===== config.mk =====
export PLATFORM = sky130hd
export DESIGN_NAME = imu_stream_parser
export DESIGN_NICKNAME = d
export VERILOG_FILES = /design/src/rtl/imu_pkt_pkg.sv /design/src/rtl/imu_hdr_classify.sv /design/src/rtl/imu_pkt_assemble.sv /design/src/rtl/imu_pkt_extract.sv /design/src/rtl/imu_read_counters.sv /design/src/rtl/imu_stream_parser.sv
export SDC_FILE = /design/constraint.sdc
export NUM_CORES = 1
export LEC_CHECK = 0
export ABC_AREA = 1
export BUFFER_PORTS_ARGS = -buffer_cell sky130_fd_sc_hd__buf_2
export CORE_MARGIN = 1
export CORE_UTILIZATION = 25
export CTS_CLUSTER_DIAMETER = 150
export CTS_CLUSTER_SIZE = 24
export DETAILED_ROUTE_END_ITERATION = 8
export PLACE_DENSITY = 0.43
export RECOVER_POWER = 50
export SKIP_LAST_GASP = 1
export SLEW_MARGIN = 20
export SYNTH_ARGS = -nofsm -noshare
export SYNTH_HDL_FRONTEND = slang
export SYNTH_SLANG_ARGS = --single-unit

===== constraint.sdc =====
create_clock -name clk -period 3.9 [get_ports clk]
set_clock_uncertainty 0.05 [all_clocks]
set_input_delay 1.17 -clock clk [delete_from_list [all_inputs] [get_ports clk]]
set_output_delay 1.17 -clock clk [all_outputs]
set_load 0.01 [all_outputs]

===== src/rtl/imu_pkt_pkg.sv =====
// Shared constants and types for the sensor FIFO packet parser.
// Assumes the fixed packet format: one header byte, 16-bit little-endian
// words, dual-sensor packets of 16 bytes and single-sensor packets of 8.
package imu_pkt_pkg;

    localparam int PKT_MAX_BYTES    = 16;
    localparam int PKT_DUAL_BYTES   = 16;
    localparam int PKT_SINGLE_BYTES = 8;
    localparam int IDX_W            = $clog2(PKT_MAX_BYTES);
    localparam int WORD_W           = 16;

    // Header bit positions (the stream format fixes these)
    localparam int HB_EXT     = 7;
    localparam int HB_ACC     = 6;
    localparam int HB_GYR     = 5;
    localparam int HB_ODR_ACC = 1;
    localparam int HB_ODR_GYR = 0;

    localparam logic [WORD_W-1:0] SAMPLE_BAD = 16'h8000;

    typedef enum logic [1:0] {
        HK_STOP,
        HK_SINGLE,
        HK_DUAL
    } hdr_kind_e;

    typedef enum logic [1:0] {
        PS_IDLE,
        PS_HDR,
        PS_BODY
    } parse_state_e;

    typedef struct packed {
        logic              acc;
        logic              gyr;
        logic [WORD_W-1:0] ax;
        logic [WORD_W-1:0] ay;
        logic [WORD_W-1:0] az;
        logic [WORD_W-1:0] gx;
        logic [WORD_W-1:0] gy;
        logic [WORD_W-1:0] gz;
        logic [7:0]        temp;
        logic              ts_vld;
        logic [WORD_W-1:0] ts;
        logic              odr_acc;
        logic              odr_gyr;
    } pkt_fields_t;

endpackage


===== src/rtl/imu_hdr_classify.sv =====
// Header classifier: turns a header byte into a packet kind and the index
// of the packet's final byte. Purely combinational.
// Assumes: extended headers and headers naming no sensor are not decodable.
module imu_hdr_classify
    import imu_pkt_pkg::*;
(
    input  logic [7:0]       hdr,
    output hdr_kind_e        kind,
    output logic [IDX_W-1:0] last_idx
);

    logic unused_low_bits;
    assign unused_low_bits = ^hdr[4:0];

    // Decide packet kind from the extension and sensor-presence bits
    always_comb begin
        if (hdr[HB_EXT] || !(hdr[HB_ACC] || hdr[HB_GYR])) begin
            kind = HK_STOP;
        end else if (hdr[HB_ACC] && hdr[HB_GYR]) begin
            kind = HK_DUAL;
        end else begin
            kind = HK_SINGLE;
        end
    end

    // Final byte index follows from the two sensor bits alone
    always_comb begin
        if (hdr[HB_ACC] && hdr[HB_GYR]) begin
            last_idx = IDX_W'(PKT_DUAL_BYTES - 1);
        end else begin
            last_idx = IDX_W'(PKT_SINGLE_BYTES - 1);
        end
    end

endmodule


===== src/rtl/imu_pkt_assemble.sv =====
// Packet byte store: one register per byte position, written by index.
// The merged view shows the stored bytes with the byte being written this
// cycle already in place, so a packet can be decoded on its final byte.
// Assumes: the writer never uses an index beyond NBYTES-1.
module imu_pkt_assemble #(
    parameter int NBYTES = 16
) (
    input  logic                      clk,
    input  logic                      rst_n,
    input  logic                      wr_en,
    input  logic [$clog2(NBYTES)-1:0] wr_idx,
    input  logic [7:0]                wr_byte,
    output logic [NBYTES*8-1:0]       merged
);

    localparam int IW = $clog2(NBYTES);

    for (genvar g = 0; g < NBYTES; g++) begin : g_slot
        logic       hit;
        logic [7:0] held;

        assign hit = wr_en && (wr_idx == IW'(g));

        // Capture the stream byte addressed to this slot
        always_ff @(posedge clk) begin
            if (!rst_n) begin
                held <= 8'h00;
            end else if (hit) begin
                held <= wr_byte;
            end
        end

        assign merged[g*8 +: 8] = hit ? wr_byte : held;
    end

endmodule


===== src/rtl/imu_pkt_extract.sv =====
// Field extractor: maps the merged packet bytes onto sample words,
// temperature, timestamp and flags. Purely combinational.
// Assumes byte 0 is the header of a decodable packet; fields of an
// absent sensor and an absent timestamp read as zero.
module imu_pkt_extract
    import imu_pkt_pkg::*;
(
    input  logic [PKT_MAX_BYTES*8-1:0] merged,
    output pkt_fields_t                fields
);

    logic [7:0] b [PKT_MAX_BYTES];
    logic       unused_hdr;

    // Split the flat vector into bytes
    always_comb begin
        for (int i = 0; i < PKT_MAX_BYTES; i++) begin
            b[i] = merged[i*8 +: 8];
        end
    end

    assign unused_hdr = ^{b[0][HB_EXT], b[0][4:2]};

    // Place payload bytes into fields according to the sensor bits
    always_comb begin
        fields         = '0;
        fields.acc     = b[0][HB_ACC];
        fields.gyr     = b[0][HB_GYR];
        fields.odr_acc = b[0][HB_ODR_ACC];
        fields.odr_gyr = b[0][HB_ODR_GYR];
        if (b[0][HB_ACC] && b[0][HB_GYR]) begin
            fields.ax     = {b[2],  b[1]};
            fields.ay     = {b[4],  b[3]};
            fields.az     = {b[6],  b[5]};
            fields.gx     = {b[8],  b[7]};
            fields.gy     = {b[10], b[9]};
            fields.gz     = {b[12], b[11]};
            fields.temp   = b[13];
            fields.ts     = {b[15], b[14]};
            fields.ts_vld = 1'b1;
        end else if (b[0][HB_ACC]) begin
            fields.ax   = {b[2], b[1]};
            fields.ay   = {b[4], b[3]};
            fields.az   = {b[6], b[5]};
            fields.temp = b[7];
        end else if (b[0][HB_GYR]) begin
            fields.gx   = {b[2], b[1]};
            fields.gy   = {b[4], b[3]};
            fields.gz   = {b[6], b[5]};
            fields.temp = b[7];
        end
    end

endmodule


===== src/rtl/imu_read_counters.sv =====
// Per-read counters: total packets and valid samples for each sensor.
// Cleared at the start of a read, advanced once per decoded packet.
// Assumes clr and bump are never high together (the caller gives clr priority).
module imu_read_counters #(
    parameter int W = 16
) (
    input  logic         clk,
    input  logic         rst_n,
    input  logic         clr,
    input  logic         bump,
    input  logic         acc_ok,
    input  logic         gyr_ok,
    output logic [W-1:0] cnt_acc,
    output logic [W-1:0] cnt_gyr,
    output logic [W-1:0] cnt_tot
);

    // Clear on a new read, count on each packet
    always_ff @(posedge clk) begin
        if (!rst_n || clr) begin
            cnt_acc <= '0;
            cnt_gyr <= '0;
            cnt_tot <= '0;
        end else if (bump) begin
            cnt_tot <= cnt_tot + W'(1);
            if (acc_ok) begin
                cnt_acc <= cnt_acc + W'(1);
            end
            if (gyr_ok) begin
                cnt_gyr <= cnt_gyr + W'(1);
            end
        end
    end

endmodule


===== src/rtl/imu_stream_parser.sv =====
// Top of the FIFO packet parser. A sequencer walks header and body bytes,
// the byte store collects one packet, and the extractor decodes it on its
// final byte into registered outputs with a one-cycle strobe.
// Assumes one byte per in_vld cycle and that the stream starts on a header.
module imu_stream_parser
    import imu_pkt_pkg::*;
#(
    parameter int CNT_W = 16
) (
    input  logic             clk,
    input  logic             rst_n,
    input  logic             rd_start,
    input  logic [CNT_W-1:0] rd_pkt_count,
    input  logic [CNT_W-1:0] rd_pkt_limit,
    input  logic             in_vld,
    input  logic [7:0]       in_byte,
    output logic             busy,
    output logic             rd_done,
    output logic             pkt_vld,
    output logic             pkt_acc,
    output logic             pkt_gyr,
    output logic [15:0]      acc_x,
    output logic [15:0]      acc_y,
    output logic [15:0]      acc_z,
    output logic [15:0]      gyr_x,
    output logic [15:0]      gyr_y,
    output logic [15:0]      gyr_z,
    output logic [7:0]       pkt_temp,
    output logic             pkt_ts_vld,
    output logic [15:0]      pkt_ts,
    output logic             pkt_odr_acc,
    output logic             pkt_odr_gyr,
    output logic [CNT_W-1:0] cnt_acc,
    output logic [CNT_W-1:0] cnt_gyr,
    output logic [CNT_W-1:0] cnt_tot
);

    parse_state_e               state;
    logic [IDX_W-1:0]           idx;
    logic [IDX_W-1:0]           last_q;
    logic [CNT_W-1:0]           rem;
    logic                       done_q;
    logic                       pvld_q;
    pkt_fields_t                pkt_q;

    hdr_kind_e                  kind;
    logic [IDX_W-1:0]           last_idx;
    logic [PKT_MAX_BYTES*8-1:0] merged;
    pkt_fields_t                fields;
    logic [CNT_W-1:0]           budget;
    logic                       take_hdr;
    logic                       take_body;
    logic                       wr_en;
    logic [IDX_W-1:0]           wr_idx;
    logic                       emit;
    logic                       acc_ok;
    logic                       gyr_ok;

    imu_hdr_classify u_hdr (
        .hdr      (in_byte),
        .kind     (kind),
        .last_idx (last_idx)
    );

    imu_pkt_assemble #(.NBYTES(PKT_MAX_BYTES)) u_store (
        .clk     (clk),
        .rst_n   (rst_n),
        .wr_en   (wr_en),
        .wr_idx  (wr_idx),
        .wr_byte (in_byte),
        .merged  (merged)
    );

    imu_pkt_extract u_extract (
        .merged (merged),
        .fields (fields)
    );

    imu_read_counters #(.W(CNT_W)) u_counts (
        .clk     (clk),
        .rst_n   (rst_n),
        .clr     (rd_start),
        .bump    (emit),
        .acc_ok  (acc_ok),
        .gyr_ok  (gyr_ok),
        .cnt_acc (cnt_acc),
        .cnt_gyr (cnt_gyr),
        .cnt_tot (cnt_tot)
    );

    // Effective packet budget for a new read
    always_comb begin
        if ((rd_pkt_limit != '0) && (rd_pkt_limit < rd_pkt_count)) begin
            budget = rd_pkt_limit;
        end else begin
            budget = rd_pkt_count;
        end
    end

    // Byte acceptance, store addressing and packet-completion decode
    always_comb begin
        take_hdr  = !rd_start && in_vld && (state == PS_HDR);
        take_body = !rd_start && in_vld && (state == PS_BODY);
        wr_en     = (take_hdr && (kind != HK_STOP)) || take_body;
        wr_idx    = (state == PS_HDR) ? '0 : idx;
        emit      = take_body && (idx == last_q);
        acc_ok    = fields.acc && (fields.ax != SAMPLE_BAD);
        gyr_ok    = fields.gyr && (fields.gx != SAMPLE_BAD);
    end

    // Read sequencer: budget, byte index, packet length, end of read
    always_ff @(posedge clk) begin
        if (!rst_n) begin
            state  <= PS_IDLE;
            idx    <= '0;
            last_q <= '0;
            rem    <= '0;
            done_q <= 1'b0;
        end else begin
            done_q <= 1'b0;
            if (rd_start) begin
                rem    <= budget;
                idx    <= '0;
                state  <= (budget == '0) ? PS_IDLE : PS_HDR;
                done_q <= (budget == '0);
            end else if (take_hdr) begin
                if (kind == HK_STOP) begin
                    state  <= PS_IDLE;
                    done_q <= 1'b1;
                end else begin
                    idx    <= IDX_W'(1);
                    last_q <= last_idx;
                    state  <= PS_BODY;
                end
            end else if (take_body) begin
                if (emit) begin
                    rem <= rem - CNT_W'(1);
                    idx <= '0;
                    if (rem == CNT_W'(1)) begin
                        state  <= PS_IDLE;
                        done_q <= 1'b1;
                    end else begin
                        state <= PS_HDR;
                    end
                end else begin
                    idx <= idx + IDX_W'(1);
                end
            end
        end
    end

    // Output register for decoded packets and the packet strobe
    always_ff @(posedge clk) begin
        if (!rst_n) begin
            pvld_q <= 1'b0;
            pkt_q  <= '0;
        end else begin
            pvld_q <= emit;
            if (emit) begin
                pkt_q <= fields;
            end
        end
    end

    assign busy        = (state != PS_IDLE);
    assign rd_done     = done_q;
    assign pkt_vld     = pvld_q;
    assign pkt_acc     = pkt_q.acc;
    assign pkt_gyr     = pkt_q.gyr;
    assign acc_x       = pkt_q.ax;
    assign acc_y       = pkt_q.ay;
    assign acc_z       = pkt_q.az;
    assign gyr_x       = pkt_q.gx;
    assign gyr_y       = pkt_q.gy;
    assign gyr_z       = pkt_q.gz;
    assign pkt_temp    = pkt_q.temp;
    assign pkt_ts_vld  = pkt_q.ts_vld;
    assign pkt_ts      = pkt_q.ts;
    assign pkt_odr_acc = pvld_q && pkt_q.odr_acc;
    assign pkt_odr_gyr = pvld_q && pkt_q.odr_gyr;

endmodule


==> impl_metrics.tcl, run 1 <==
set metrics [dict create \
    outcome "complete, no violations" \
    vias 13566 \
    rsz0062_at_grt "no" \
    syn_to_final_growth_pct 7.878 \
    wl_met2_mm 24.32 \
    ant_nets 0 \
    max_slew_margin_pct 16.61 \
    gp_congestion 0.8769 \
    n_antenna_cell 0 \
    drt_iter0_markers 854 \
    yosysTopAreaCell "dfxtp_1" \
    critPathArrivalTime_ps 3900 \
    p_leak_nw 6.724 \
    hold_viol 0 \
    grt_pass1_vias 12865 \
    holdWs_ps 422.4 \
    htree_num_levels 1 \
    setup.worst_path.end_class "flop" \
    syn_area_mm2 0.01571 \
    synth_mux_area_share_pct 0 \
    synth.area.top_cells "dfxtp_1 41%, nand2_1 7.0%, nor2_1 6.6%" \
    crit_type "primary input to flop" \
    synth_compound_area_share_pct 16.94 \
    holdBufCountCts 0 \
    dr.pass1.iters 5 \
    synth_top_family_by_area "simple AND/OR/NAND/NOR gates" \
    yosysTopAreaCellShare_pct 41.17 \
    ys_types 50 \
    cts_resized 0 \
    synth_edf_count 0 \
    path_clk_slew_ps 110 \
    final_layout_size_suffix_gt1_share_pct 9.125 \
    async_flop_share_pct 0 \
    nNetsFinal 2202 \
    dieWidth_um 252.7 \
    die_h_um 252.7 \
    vias_per_cell 4.562 \
    numCtsBuffers 17 \
    insertion_delay_ps 550 \
    fmax_mhz 288.9 \
    coreArea_mm2 0.06194 \
    wl_met1_mm 24.16 \
    worstSetupStartpointType "primary input" \
    crit_path_max_fanout 52 \
    worst_slack_ps 438.1 \
    drcViolationCount 0 \
    hold_class "flop to flop" \
    wl_met3_mm 2.378 \
    antenna_found_initial 1 \
    std_cell_rows 91 \
    pre_cts_ws_ps 2.471 \
    highest_layer "met4" \
    period_share_pct 88.77 \
    avgSynthCellArea_um2 7.516 \
    drv_slew 0 \
    worst_slew_pin_slew_ps 1251 \
    syn_nets 2155 \
    routed_wl_mm 51.75 \
    synthSimpleGateAreaFrac_pct 23.88 \
    synth-seq-cells 323 \
    clkSinkCount 323 \
    grt_overflow 0 \
    dpl.hpwl_mm 37.97 \
    setup_viol 0 \
    max_cap_violations 0 \
    synth_adder_area_share_pct 1.673 \
    period_needed_ps 3462 \
    power_density_mw_per_mm2 336.6 \
    ys_warn_count 0 \
    cts-root-buf "clkbuf_16" \
    grt_use_total_pct 15.89 \
    die_area_mm2 0.06384 \
    cts_setup_buffers 0 \
    synth_cells 2090 \
    ios 220 \
    finalSetupTns_ps 0 \
    ys_seq_area_share_pct 41.17 \
    portBuffers 219 \
    initial_core_util_pct 25.36 \
    crit_required_ps 4340 \
    irDropWorstVdd_mv 0.2503 \
    wl_per_cell_um 17.40 \
    cts_max_path_buffers 3 \
    cts_tree "built" \
    synth_ff_type "dfxtp_1" \
    grt_max_degree 77 \
    grt_pass1_wl_mm 79.13 \
    synth_xor_area_share_pct 1.896 \
]
==> Yosys cell counts, types with 8 or more instances <==
library cell and count:
xnor2_1 11, a32o_1 39, or2_2 10, o21ai_0 128
ha_1 21, o221ai_1 23, inv_1 198, o21ai_1 11
o211ai_1 42, nand4_1 27, clkbuf_1 75, nor2_1 278
buf_2 21, nor3_1 21, nand3_1 139, nand3_2 8
nand2_1 292, a21oi_1 146, nand2_2 25, xor2_1 23
a21oi_2 10, nand2_4 12, dfxtp_1 323, buf_4 131
==> metrics by stage <==
step                      power [mW]  instances  utilization, %  area, um2
final                          5.704       2974           27.36      16950
after CTS                      5.818       2974           27.77      17200
after global routing           5.957       2974           27.36      16950
after detailed placement       3.808       2955           27.04      16750
after global placement         3.806       2955           27.04      16750
after floorplan                3.654       2090               -      15710
==> routing by layer <==
layer	up-vias	global-route usage [%]
li1	6873	-
met1	6394	21.20
met2	263	26.81
met3	36	2.616
met4	0	3.221
met5	-	0
==> worst paths after layout <==
check             startpoint         to  slack, ps  cells after the start
hold / removal       pkt_acc    pkt_acc        420                      2
setup / recovery       rst_n   gyr_x[4]        440                      6
hold reg to reg      pkt_acc    pkt_acc        420                      2
setup reg to reg      idx[1]  gyr_z[15]        890                      8
==> flip-flops by register name, indices dropped and copies added, names as in the netlist, 2 cells and up <==
register,cells
u_store.g_slot.held,124
acc_x,16
acc_y,16
acc_z,16
gyr_x,16
gyr_y,16
gyr_z,16
pkt_ts,16
rem,16
u_counts.cnt_acc,16
u_counts.cnt_gyr,16
u_counts.cnt_tot,16
pkt_temp,8
idx,4
last_q,2
pkt_q,2
state,2
==> kinds of logic (layout without fill, tap and decap cells) <==
logic type                 Yosys count  after routing
AOI/OAI and AO/OA                  430            430
xor gates and xnor gates            34             34
adders and majority gates           21             21
buffers and inverters              446            493
DFF                                323            323
and+or+nand+nor                    836            836
==> cell usage in the layout, fill, tap and decap left out, types with 8 or more instances in the layout <==
cell       netlist  routed
nand4_1         27      27
xnor2_1         11      11
nor3_1          21      21
clkbuf_16        0      17
inv_1          198     198
o21ai_1         11      11
xor2_1          23      23
a32o_1          39      39
dfxtp_1        323     323
or2_2           10      10
nand3_2          8       8
nor2_1         278     278
nand2_2         25      25
a21oi_2         10      10
a21oi_1        146     145
o21ai_0        128     128
clkbuf_1        75     181
o211ai_1        42      42
ha_1            21      21
buf_4          131      42
nand2_4         12      12
nand3_1        139     139
buf_2           21      41
nand2_1        292     292
o221ai_1        23      23
==> critical path: stages <==
cell	delay [ps]
clkbuf_1	190
clkinvlp_2	960
clkbuf_2	940
nor2_1	350
o21ai_0	140
inv_1	70
==> power by group <==
part	switching (mW)	total (mW)	internal, mW
Clock	1.18	1.98	0.802
Sequential	0.0145	3.33	3.31
Combinational	0.280	0.397	0.117
Total	1.47	5.70	4.23
==> final cells by class <==
type | instances | area (um2)
clock buffer | 17 | 425.4
clock inverter | 2 | 25.02
fill | 6983 | 44990
inverter | 207 | 782.0
multi-input combinational | 1321 | 6984
sequential | 323 | 6466
tap | 837 | 1047
timing repair buffer | 267 | 1215
Power figures use the tool's default switching activity.
==> run 2: changes to the inputs <==
- clock period: 3.9 -> 4.35 ns (I/O delays scaled with it)
==> run 2 against run 1 <==
  * Die area did not move
  * Wire length is 0.71% lower
  * Critical path depth increased by 11
  * Cell area down 0.78%
  * Sequential power down 11%
  * Non-clock buffer count shrank 15
  * First-iteration DRC count rose by 1.6%
  * Sequential cell count unchanged
  * Largest cell class unchanged
  * Via count shrank 0.95%
==> impl_metrics.tcl, run 2 (same netlist as run 1, synthesis figures left out) <==
set metrics [dict create \
    dr.pass1.iters 5 \
    p_leak_nw 6.627 \
    clkSinkCount 323 \
    crit_type "primary input to flop" \
    drv_slew 0 \
    max_stage_delay_ps 470 \
    drcViolationCount 0 \
    routed_wl_mm 51.38 \
    crit_slowest_cell "nand2_1" \
    initial_core_util_pct 25.36 \
    insertion_delay_ps 530 \
    nNetsFinal 2187 \
    crit_required_ps 4710 \
    die_area_mm2 0.06384 \
    holdPathEnd "u_store.g_slot[12].held[7]" \
    top_register "u_store.g_slot.held" \
    gp_congestion 0.8535 \
    min_from "u_store.g_slot[12].held[7]" \
    hold_class "flop to flop" \
    irDropWorstVdd_mv 0.2271 \
    cts_max_path_buffers 3 \
    layout_commonest_cell "dfxtp_1" \
    cts_resized 0 \
    largest_reg_flops 124 \
    ios 220 \
    finalSetupTns_ps 0 \
    vias 13437 \
    whs_path_depth 2 \
    wl_per_cell_um 17.36 \
    coreArea_mm2 0.06194 \
    grt_pass1_wl_mm 79.04 \
    cts_tree "built" \
    crit_path_max_fanout 22 \
    path_clk_slew_ps 100 \
    startpoint "rd_start" \
    grt_max_degree 91 \
    numCtsBuffers 17 \
    period_share_pct 88.18 \
    drt_iter0_markers 868 \
    max_cap_violations 0 \
    dieWidth_um 252.7 \
    die_h_um 252.7 \
    vias_per_cell 4.541 \
    rr_worst_depth 15 \
    grt_use_total_pct 15.82 \
    worstSetupStartpointType "primary input" \
    grt_overflow 0 \
    setup.worst_path.end_class "flop" \
    r2r-start "state[0]" \
    holdBufCountCts 0 \
    power_density_mw_per_mm2 302.1 \
    final_layout_size_suffix_gt1_share_pct 8.294 \
    r2r_end "u_counts.cnt_gyr[3]" \
    holdWs_ps 424.6 \
    dpl.hpwl_mm 36.81 \
    htree_num_levels 1 \
    cts-root-buf "clkbuf_16" \
    syn_to_final_growth_pct 7.041 \
    antenna_found_initial 1 \
    max_slew_margin_pct 29.44 \
    ant_nets 0 \
    fmax_mhz 260.7 \
    most-common-layout-cells "323 x dfxtp_1, 298 x nand2_1, 277 x nor2_1" \
    worst_slew_pin_slew_ps 1058 \
    n_antenna_cell 0 \
    rsz0062_at_grt "no" \
    hold_viol 0 \
    period_needed_ps 3836 \
    reg2reg_slack_ps 1130 \
    grt_pass1_vias 13067 \
    crit_path_frequent_cell "nand2_1" \
    crit_chain "clkbuf_1, inv_4, nand2_1, nor2_1, nand2_4, nand2_4, nand2_1, o21ai_2, nand3_1, nand2_1, nor2_1, nand2_1, nor2_2, nand2_4, nand2_8, nand2_1, a21oi_1" \
    setup_viol 0 \
    utilization_pct 27.15 \
    cts_setup_buffers 0 \
    critPathArrivalTime_ps 4190 \
    outcome "complete, no violations" \
    std_cell_rows 91 \
    portBuffers 219 \
]
-- run 2: worst max path at each step --
stage / to / depth (start not counted) / slack [ps]
detailed placement: rem[5] / 10 / 90
global placement: state[0] / 16 / 30
floorplan: u_counts.cnt_gyr[10] / 18 / 1090
global route: u_counts.cnt_gyr[1] / 19 / 150
finish: u_counts.cnt_gyr[3] / 17 / 510
CTS: rem[5] / 10 / 660
-- run 2: report_power, final --
| group | switching (mW) | internal (mW) | leakage (nW) |
|---|---|---|---|
| logic | 0.247 | 0.0972 | 3.80 |
| registers | 0.0130 | 2.97 | 2.60 |
| clock network | 1.03 | 0.717 | 0.218 |
-- run 2: worst max-delay path, delay by kind of cell --
family | cells | cell delay, ps
simple gates | 13 | 2070
compound gates | 2 | 510
buf+inv | 2 | 290
-- run 2: layer usage --
metal	global-route usage, %	part of all wire (%)	up-vias
li1	-	-	6834
met5	0	0	-
met3	2.842	4.7	37
met4	3.411	1.6	0
met1	20.94	47	6347
met2	26.61	47	219
-- run 2: area by class of cell --
type                       count  area, um2
timing repair buffer         252       1122
sequential                   323       6466
multi-input combinational   1321       6952
clock buffer                  17      425.4
fill                        6967      45130
inverter                     207      783.3
tap                          837       1047
clock inverter                 2      17.52
-- run 2: through the flow --
step	power (mW)	cells	setup WS, ps	instance area, um2
after detailed placement	3.403	2940	89.79	16640
final	5.079	2959	514.3	16810
after global routing	5.313	2959	147.1	16810
after floorplan	3.276	2090	1091	15710
after global placement	3.403	2940	26.40	16640
after CTS	5.178	2959	656.7	17080
==> run 3: changes to the inputs <==
- clock period: 4.35 -> 4.1 ns (I/O delays scaled with it)
==> run 3 against run 2 <==
  * Utilization rose by 0.11 points
  * Highest routed layer unchanged
  * Global-route usage fell by 0.27 points
  * Combinational power rose by 6.1%
  * Die area did not move
  * Via count rose by 0.39%
  * Clock-buffer cell count did not move
  * Final cell count rose by 0.27%
  * Worst hold slack got worse by 5.2 ps
  * First-iteration DRC count fell by 4.4%
  * Wire length fell by 1.5%
==> impl_metrics.tcl, run 3 (same netlist as run 1, synthesis figures left out) <==
set metrics [dict create \
    die_h_um 252.7 \
    setup.worst_path.end_class "flop" \
    crit_slowest_cell "inv_1" \
    period_share_pct 86.75 \
    crit_type "primary input to flop" \
    initial_core_util_pct 25.36 \
    drcViolationCount 0 \
    most-common-layout-cells "323 x dfxtp_1, 295 x nand2_1, 278 x nor2_1" \
    hold_viol 0 \
    nNetsFinal 2196 \
    syn_to_final_growth_pct 7.488 \
    gp_congestion 0.8972 \
    crit_path_max_fanout 33 \
    worstSetupStartpointType "primary input" \
    insertion_delay_ps 530 \
    cts-root-buf "clkbuf_16" \
    grt_pass1_wl_mm 77.67 \
    pre_cts_ws_ps 283.9 \
    power_mw 5.380 \
    crit_chain "clkbuf_1, nor2_1, nor2_1, nand2_4, nand2_4, nand2_2, nand2_1, nand2_4, inv_2, nor2_1, inv_1, buf_12, o221ai_1, o211ai_1, inv_1" \
    placed_area_mm2 0.01672 \
    worstPathBufferInverterCount 5 \
    grt_max_degree 86 \
    holdWs_ps 419.4 \
    n_antenna_cell 0 \
    hold_class "flop to flop" \
    worst_slew_pin_slew_ps 1069 \
    grt_overflow 0 \
    final_layout_size_suffix_gt1_share_pct 8.685 \
    holdBufCountCts 0 \
    htree_num_levels 1 \
    drt_iter0_markers 830 \
    instances_no_fill 2967 \
    top_register "u_store.g_slot.held" \
    max_stage_delay_ps 380 \
    vias_per_cell 4.547 \
    path_clk_slew_ps 100 \
    rsz0062_at_grt "no" \
    period_needed_ps 3557 \
    cts_resized 0 \
    final_area_mm2 0.01688 \
    dieWidth_um 252.7 \
    numCtsBuffers 17 \
    finalSetupTns_ps 0 \
    grt_pass1_vias 13036 \
    final-seq-area_mm2 0.006466 \
    drv_slew 0 \
    portBuffers 219 \
    crit_required_ps 4470 \
    antenna_found_initial 0 \
    vias 13490 \
    critPathArrivalTime_ps 3930 \
    outcome "complete, no violations" \
    largest_reg_flops 124 \
    wl_per_cell_um 17.05 \
    cts_tree "built" \
    cp_top_family "buffers and inverters" \
    layout_commonest_cell "dfxtp_1" \
    multi_input_area_mm2 0.006947 \
    std_cell_rows 91 \
    max_slew_margin_pct 28.76 \
    max_cap_violations 0 \
    power_density_mw_per_mm2 318.6 \
    ios 220 \
    grt_use_total_pct 15.55 \
    dpl.hpwl_mm 37.02 \
    setup_viol 0 \
    fmax_mhz 281.2 \
    place_inst 2949 \
    p_leak_nw 6.693 \
    fillers 6987 \
    cts_max_path_buffers 3 \
    die_area_mm2 0.06384 \
    irDropWorstVdd_mv 0.2286 \
    dr.pass1.iters 5 \
    worst_slack_ps 543.2 \
    clkSinkCount 323 \
    coreArea_mm2 0.06194 \
    cts_setup_buffers 0 \
    ant_nets 0 \
    routed_wl_mm 50.60 \
    utilization_pct 27.26 \
]
==> run 3: report_power, final <==
group | leakage [nW] | switching, mW | internal, mW | total (mW)
Sequential | 2.60 | 0.0138 | 3.15 | 3.17
Clock | 0.216 | 1.09 | 0.759 | 1.85
Combinational | 3.87 | 0.257 | 0.109 | 0.366
==> run 3: layer usage <==
layer	GRT usage, %	share of wire [%]
met5	0	0
met4	3.411	1.8
met3	2.317	4.2
met2	26.55	47
met1	20.53	47
==> run 3: layout make-up <==
type | count | share of cell area [%]
clock buffer | 17 | 2.520
clock inverter | 1 | 0.09634
inverter | 207 | 4.632
multi-input combinational | 1321 | 41.14
sequential | 323 | 38.30
tap | 837 | 6.203
timing repair buffer | 261 | 7.107
==> run 3: path summary, 6_finish.rpt <==
kind,startpoint,end,slack [ps],cells after the start
max,in_byte[5],gyr_y[4],540,15
min,u_counts.cnt_tot[15],u_counts.cnt_tot[15],420,2
max reg2reg,idx[1],gyr_z[15],1060,9
min reg2reg,u_counts.cnt_tot[15],u_counts.cnt_tot[15],420,2
==> run 3: tightest hold or removal path: stages, from the launching register on <==
cell and delay, ps:
dfxtp_1 320, inv_1 60, a21oi_1 50
